==> src/rtl/uwr_pkg.sv <==
package uwr_pkg;
  typedef enum logic [1:0] {
    FR_IDLE  = 2'd0,
    FR_START = 2'd1,
    FR_DATA  = 2'd2,
    FR_STOP  = 2'd3
  } fr_state_t;
endpackage

==> src/rtl/uwr_sync.sv <==
module uwr_sync #(
  parameter int STAGES = 2
) (
  input  logic clk,
  input  logic rst_n,
  input  logic d,
  output logic q
);
  logic [STAGES-1:0] pipe;

  always_ff @(posedge clk or negedge rst_n) begin
    if (!rst_n) pipe <= '1;
    else        pipe <= {pipe[STAGES-2:0], d};
  end

  assign q = pipe[STAGES-1];
endmodule

==> src/rtl/uwr_frame.sv <==
module uwr_frame
  import uwr_pkg::*;
#(
  parameter int OVS    = 16,
  parameter int DMAX   = 9,
  localparam int CW    = $clog2(OVS),
  localparam int BW    = $clog2(DMAX + 1)
) (
  input  logic            clk,
  input  logic            rst_n,
  input  logic            en,
  input  logic            tick,
  input  logic            rx,
  input  logic            nine,
  output logic            busy,
  output logic            done,
  output logic [DMAX-1:0] data
);
  localparam logic [CW-1:0] MID  = CW'(OVS / 2 - 1);
  localparam logic [CW-1:0] LAST = CW'(OVS - 1);

  fr_state_t       st, st_n;
  logic [CW-1:0]   cnt, cnt_n;
  logic [BW-1:0]   bidx, bidx_n;
  logic [DMAX-1:0] sr, sr_n;
  logic [BW-1:0]   nbits;

  assign nbits = nine ? BW'(DMAX) : BW'(DMAX - 1);

  always_comb begin
    st_n   = st;
    cnt_n  = cnt;
    bidx_n = bidx;
    sr_n   = sr;
    done   = 1'b0;
    if (!en) begin
      st_n  = FR_IDLE;
      cnt_n = '0;
    end else if (tick) begin
      unique case (st)
        FR_IDLE: if (!rx) begin
          st_n  = FR_START;
          cnt_n = CW'(1);
        end
        FR_START: begin
          if (cnt == MID) begin
            cnt_n  = '0;
            bidx_n = '0;
            st_n   = rx ? FR_IDLE : FR_DATA;
          end else cnt_n = cnt + CW'(1);
        end
        FR_DATA: begin
          if (cnt == LAST) begin
            cnt_n  = '0;
            sr_n   = {rx, sr[DMAX-1:1]};
            bidx_n = bidx + BW'(1);
            if (bidx == nbits - BW'(1)) st_n = FR_STOP;
          end else cnt_n = cnt + CW'(1);
        end
        FR_STOP: begin
          if (cnt == LAST) begin
            cnt_n = '0;
            st_n  = FR_IDLE;
            done  = rx;
          end else cnt_n = cnt + CW'(1);
        end
        default: st_n = FR_IDLE;
      endcase
    end
  end

  always_ff @(posedge clk or negedge rst_n) begin
    if (!rst_n) begin
      st   <= FR_IDLE;
      cnt  <= '0;
      bidx <= '0;
      sr   <= '0;
    end else begin
      st   <= st_n;
      cnt  <= cnt_n;
      bidx <= bidx_n;
      sr   <= sr_n;
    end
  end

  assign busy = (st != FR_IDLE);
  assign data = nine ? sr : {1'b0, sr[DMAX-1:1]};
endmodule

==> src/rtl/uwr_idle.sv <==
module uwr_idle #(
  parameter int OVS  = 16,
  parameter int DMAX = 9,
  localparam int THR9 = (DMAX + 2) * OVS,
  localparam int THR8 = (DMAX + 1) * OVS,
  localparam int IW   = $clog2(THR9 + 1)
) (
  input  logic clk,
  input  logic rst_n,
  input  logic en,
  input  logic tick,
  input  logic rx,
  input  logic busy,
  input  logic nine,
  output logic evt
);
  logic [IW-1:0] cnt, cnt_n;
  logic [IW-1:0] thr;

  assign thr = nine ? IW'(THR9) : IW'(THR8);

  always_comb begin
    cnt_n = cnt;
    evt   = 1'b0;
    if (!en || busy || !rx) begin
      cnt_n = '0;
    end else if (tick && cnt < thr) begin
      cnt_n = cnt + IW'(1);
      evt   = (cnt == thr - IW'(1));
    end
  end

  always_ff @(posedge clk or negedge rst_n) begin
    if (!rst_n) cnt <= '0;
    else        cnt <= cnt_n;
  end
endmodule

==> src/rtl/uart_wake_rx.sv <==
module uart_wake_rx #(
  parameter int OVS  = 16,
  parameter int DMAX = 9
) (
  input  logic            clk,
  input  logic            rst_n,
  input  logic            tick16,
  input  logic            rx_line,
  input  logic            rx_en,
  input  logic            nine_bits,
  input  logic            wake_on_addr,
  input  logic            sleep_req,
  input  logic            rx_int_en,
  input  logic            idle_int_en,
  input  logic            rd_strobe,
  output logic [DMAX-1:0] rx_data,
  output logic            rx_full,
  output logic            overrun,
  output logic            idle_seen,
  output logic            sleeping,
  output logic            irq
);
  logic            rx_s, busy, frame_done, idle_evt, addr_mark;
  logic [DMAX-1:0] frame_data;
  logic            accept, wake;
  logic            full_n, ovr_n, idle_n, sleep_n, armed, armed_n;
  logic            load;

  uwr_sync #(.STAGES(2)) u_sync (
    .clk(clk), .rst_n(rst_n), .d(rx_line), .q(rx_s)
  );

  uwr_frame #(.OVS(OVS), .DMAX(DMAX)) u_frame (
    .clk(clk), .rst_n(rst_n), .en(rx_en), .tick(tick16), .rx(rx_s),
    .nine(nine_bits), .busy(busy), .done(frame_done), .data(frame_data)
  );

  uwr_idle #(.OVS(OVS), .DMAX(DMAX)) u_idle (
    .clk(clk), .rst_n(rst_n), .en(rx_en), .tick(tick16), .rx(rx_s),
    .busy(busy), .nine(nine_bits), .evt(idle_evt)
  );

  assign addr_mark = nine_bits ? frame_data[DMAX-1] : frame_data[DMAX-2];
  assign wake      = sleeping && (wake_on_addr ? (frame_done && addr_mark) : idle_evt);
  assign accept    = frame_done && (!sleeping || (wake_on_addr && addr_mark));
  assign load      = accept && !(rx_full && !rd_strobe);

  always_comb begin
    full_n  = rx_full;
    ovr_n   = overrun;
    idle_n  = idle_seen;
    armed_n = armed;
    sleep_n = sleeping;
    if (rd_strobe) begin
      full_n = 1'b0;
      ovr_n  = 1'b0;
      idle_n = 1'b0;
    end
    if (accept) begin
      full_n  = 1'b1;
      armed_n = 1'b1;
      if (rx_full && !rd_strobe) ovr_n = 1'b1;
    end
    if (idle_evt && armed && !sleeping) begin
      idle_n  = 1'b1;
      armed_n = 1'b0;
    end
    if (wake)      sleep_n = 1'b0;
    if (sleep_req) sleep_n = 1'b1;
  end

  always_ff @(posedge clk or negedge rst_n) begin
    if (!rst_n) begin
      rx_full   <= 1'b0;
      overrun   <= 1'b0;
      idle_seen <= 1'b0;
      armed     <= 1'b0;
      sleeping  <= 1'b0;
    end else begin
      rx_full   <= full_n;
      overrun   <= ovr_n;
      idle_seen <= idle_n;
      armed     <= armed_n;
      sleeping  <= sleep_n;
    end
  end

  always_ff @(posedge clk or negedge rst_n) begin
    if (!rst_n)    rx_data <= '0;
    else if (load) rx_data <= frame_data;
  end

  assign irq = !sleeping && ((rx_int_en && (rx_full || overrun)) ||
                             (idle_int_en && idle_seen));
endmodule

==> config.mk <==
export PLATFORM = sky130hd
export DESIGN_NAME = uart_wake_rx
export DESIGN_NICKNAME = d
export VERILOG_FILES = /design/src/rtl/uwr_pkg.sv /design/src/rtl/uwr_sync.sv /design/src/rtl/uwr_frame.sv /design/src/rtl/uwr_idle.sv /design/src/rtl/uart_wake_rx.sv
export SDC_FILE = /design/constraint.sdc
export NUM_CORES = 1
export LEC_CHECK = 0
export BUFFER_PORTS_ARGS = -buffer_cell sky130_fd_sc_hd__buf_2
export CORE_UTILIZATION = 35
export CTS_CLUSTER_DIAMETER = 80
export DETAILED_ROUTE_END_ITERATION = 8
export PLACE_DENSITY_LB_ADDON = 0.12
export SYNTH_ARGS = -nofsm -noshare
export SYNTH_HDL_FRONTEND = slang
export SYNTH_SLANG_ARGS = --single-unit
==> constraint.sdc <==
create_clock -name clk -period 2.6 [get_ports clk]
set_input_delay 0.13 -clock clk [delete_from_list [all_inputs] [get_ports clk]]
set_output_delay 0.13 -clock clk [all_outputs]
set_load 0.03 [all_outputs]
==> run metrics <==
slowest stage cell, crit path a2111oi_4; CP Launch Type flip-flop; max_cap viols 0; kind of critical path flip-flop to flip-flop; via count 1618; initial antenna violation count 0; final setup vio count 0; largest family of logic cells by synthesized area simple AND/OR/NAND/NOR gates; final WL 4140 µm; Post-Synth XOR/XNOR Area 2.34%; gpl congestion 0.735; clk slew on worst S/H paths 0.09 ns; Avg Cell Area, Syn 10.4 µm²; GRT Total Usage 14.1%; Final ANT Viol Nets 0; DR vias/cell 5.04; failing checks negative hold slack; CTS tree done; Synth Area in Compound Gates 14.1%; CTS root buffer clkbuf_8; setup TNS 0 ns; most frequent CP cell nand2_1; FMAX 534 MHz; first-pass GRT wire length 7000 µm; core area 6060 µm²; Setup WS pre-CTS 0.754 ns; worst vdd ir 0.325 mV; fraction of layout cells with a size suffix above 1 21.1%; largest net degree at the start of global routing 44; Mapped Area 2240 µm²; mux cell area share after synthesis 8.53%; die area 6730 µm²; Setup crit start u_frame.st[0]; Ant. Diodes 0; RSZ-0062 raised after global routing false; Arr. time, crit path 2.06 ns; status complete, but fails checks; DRC 0; DRT iter0 DRCs 34; H-tree levels 2; detailed placement HPWL 2920 µm; Cells after DPL 311; hold_ws -0.0227 ns; Final Core Density 41.8%; Tmin final 1.87 ns; vias in the first global route 1487; Period Utilization, post-route 72.1%; FF-to-FF Start u_frame.st[0]; Setup Fix Bufs, Post-CTS 0; syn nets 236; critical path fanouts, max 18; final setup margin 0.726 ns; Setup Skew 0.00784 ns; Cell Chain, Critical Path ha_1 > nand2_1 > a2111oi_4 > nand2_4 > nand2_1 > o21ai_1; number of flops mapped to enable cells by yosys 0; Worst-Margin Slew 0.950 ns; CP required 2.78 ns; flop and latch count out of synthesis 43; leakage 1.15 nW; Synth Area in Adders 5.02%; Worst setup EP type flip-flop; Async S/R FF share, synth 100%; CTS buffer count 5; synthesis-to-layout area growth 12.9%; fin cells 321; power per standard cell area 571 nW/µm²; Final Net Count 265; clk_lat worst skew 0.30 ns; Synth Area in Simple Gates 19.5%; maximum root-to-sink buffer count 2; I/O pin count 25; Initial Util 37.0%; HP Class input pin to async pin; DIE WIDTH 82.1 µm; sequential share of the synthesized area 48.1%; port bufs 24; Primary FF master, synth dfrtp_1; Rows 28; Clock Sinks 43; Final Max Tran Viols 0; WL per Instance 12.9 µm; GRT overflow 0; Max-slew headroom 36.6%; final hold vios 35; Pre-antenna DRT Iters 4; Synth Instances 216; crit-path max cell delay 0.49 ns; post-synth cell types 50; yosys warns 0; Die Span Y 82.1 µm
layout by cell type (no fill, tap or decap), types with 2 or more instances in the layout:
cell,n
nor2_1,17
buf_2,24
a22o_1,3
nand2_2,2
xor2_1,4
nand3_1,6
nand4_1,3
and3_1,4
o21ai_0,10
dlygate4sd3_1,2
o21ai_1,8
ha_1,9
nand2b_1,2
mux2_2,9
inv_1,7
nor4b_1,2
mux2i_1,9
nand2_1,30
a21oi_1,10
a21o_1,2
dfstp_2,2
nor3_1,3
and2_1,3
clkbuf_8,5
dfrtp_1,41
xnor2_1,2
metrics by stage:
stage	power (mW)	hold WS, ns	area [µm²]
after detailed placement	1.03	0.237	2430
final	1.45	-0.0227	2530
after CTS	1.47	0.00594	2530
after floorplan	0.950	-0.166	2240
after global routing	1.54	0.00440	2530
after global placement	1.04	0.236	2430
registers in the layout (all words and copies together) (netlist names):
name	cells
u_frame.bidx	4
sleeping	1
u_frame.sr	9
u_idle.cnt	8
u_frame.st	2
overrun	1
idle_seen	1
armed	1
rx_data	9
rx_full	1
u_frame.cnt	4
u_sync.pipe	2
layout make-up:
| type | instances | area, µm² |
|---|---|---|
| flip-flops and latches | 43 | 1080 |
| well taps | 75 | 93.8 |
| repair buffers | 26 | 140 |
| fillers | 610 | 3530 |
| clock buffers | 6 | 72.6 |
| multi-input cells | 162 | 1110 |
| clock inverters | 2 | 12.5 |
| inverters | 7 | 26.3 |
cells in the mapped netlist (all sizes together), types with 2 or more instances:
library cell / number / area [µm²]
dfrtp: 41 / 1030
mux2: 9 / 101
nand2: 33 / 136
and2: 3 / 18.8
a21o: 2 / 15.0
nand4: 4 / 40.0
a21oi: 10 / 50.1
nor4b: 2 / 17.5
and3: 4 / 25.0
ha: 9 / 113
dfstp: 2 / 52.6
nor2: 17 / 63.8
o21ai: 20 / 115
a211oi: 2 / 20.0
xnor2: 2 / 17.5
mux2i: 9 / 90.1
xor2: 4 / 35.0
inv: 7 / 26.3
nor2b: 2 / 20.0
nor3: 3 / 15.0
a22o: 3 / 26.3
nand2b: 2 / 12.5
nand3: 7 / 40.0
buf: 4 / 28.8
layer usage:
| layer | vias up | track usage, % | routed length, µm |
|---|---|---|---|
| li1 | 826 | - | - |
| met1 | 756 | 17.8 | 1980 |
| met2 | 31 | 22.6 | 1960 |
| met3 | 5 | 3.33 | 148 |
| met4 | 0 | 6.32 | 53 |
| met5 | - | 0 | 0 |
power by group:
group          internal (mW)  switching [mW]
sequential             0.696          0.0286
clock                  0.188           0.233
combinational          0.110           0.191
cells by family (layout without fill, tap and decap cells):
| kind of cell | after synthesis | count (layout) |
|---|---|---|
| fa+ha+maj | 9 | 9 |
| mux | 18 | 18 |
| simple gates | 83 | 83 |
| xor+xnor | 6 | 6 |
| buf+inv | 11 | 41 |
| flops | 43 | 43 |
| compound gates | 46 | 46 |
critical path: cells and delay by family (launching register included):
kind                       cells  cell delay (ns)
and+or+nand+nor                3             0.48
adders and majority gates      1             0.30
AOI/OAI and AO/OA              2             0.55
DFF                            1             0.43
final timing paths:
path	end	slack, ns	cells past startpoint
hold / removal	rx_data[8]	-0.02	1
max in group asynchronous	u_idle.cnt[0]	2.03	1
min in group clk	sleeping	0.01	2
setup / recovery	rx_data[0]	0.73	6
setup reg to reg	rx_data[0]	0.73	6
hold reg to reg	u_sync.pipe[1]	0.36	0
what timing repair did:
action | in CTS | in global routing
endpoints found under the hold margin | 2 | 0
gates resized for setup | 0 | 0
setup endpoints to repair | 0 | 0
hold buffers | 2 | 0
No activity file was read; power rests on OpenSTA's default activity.
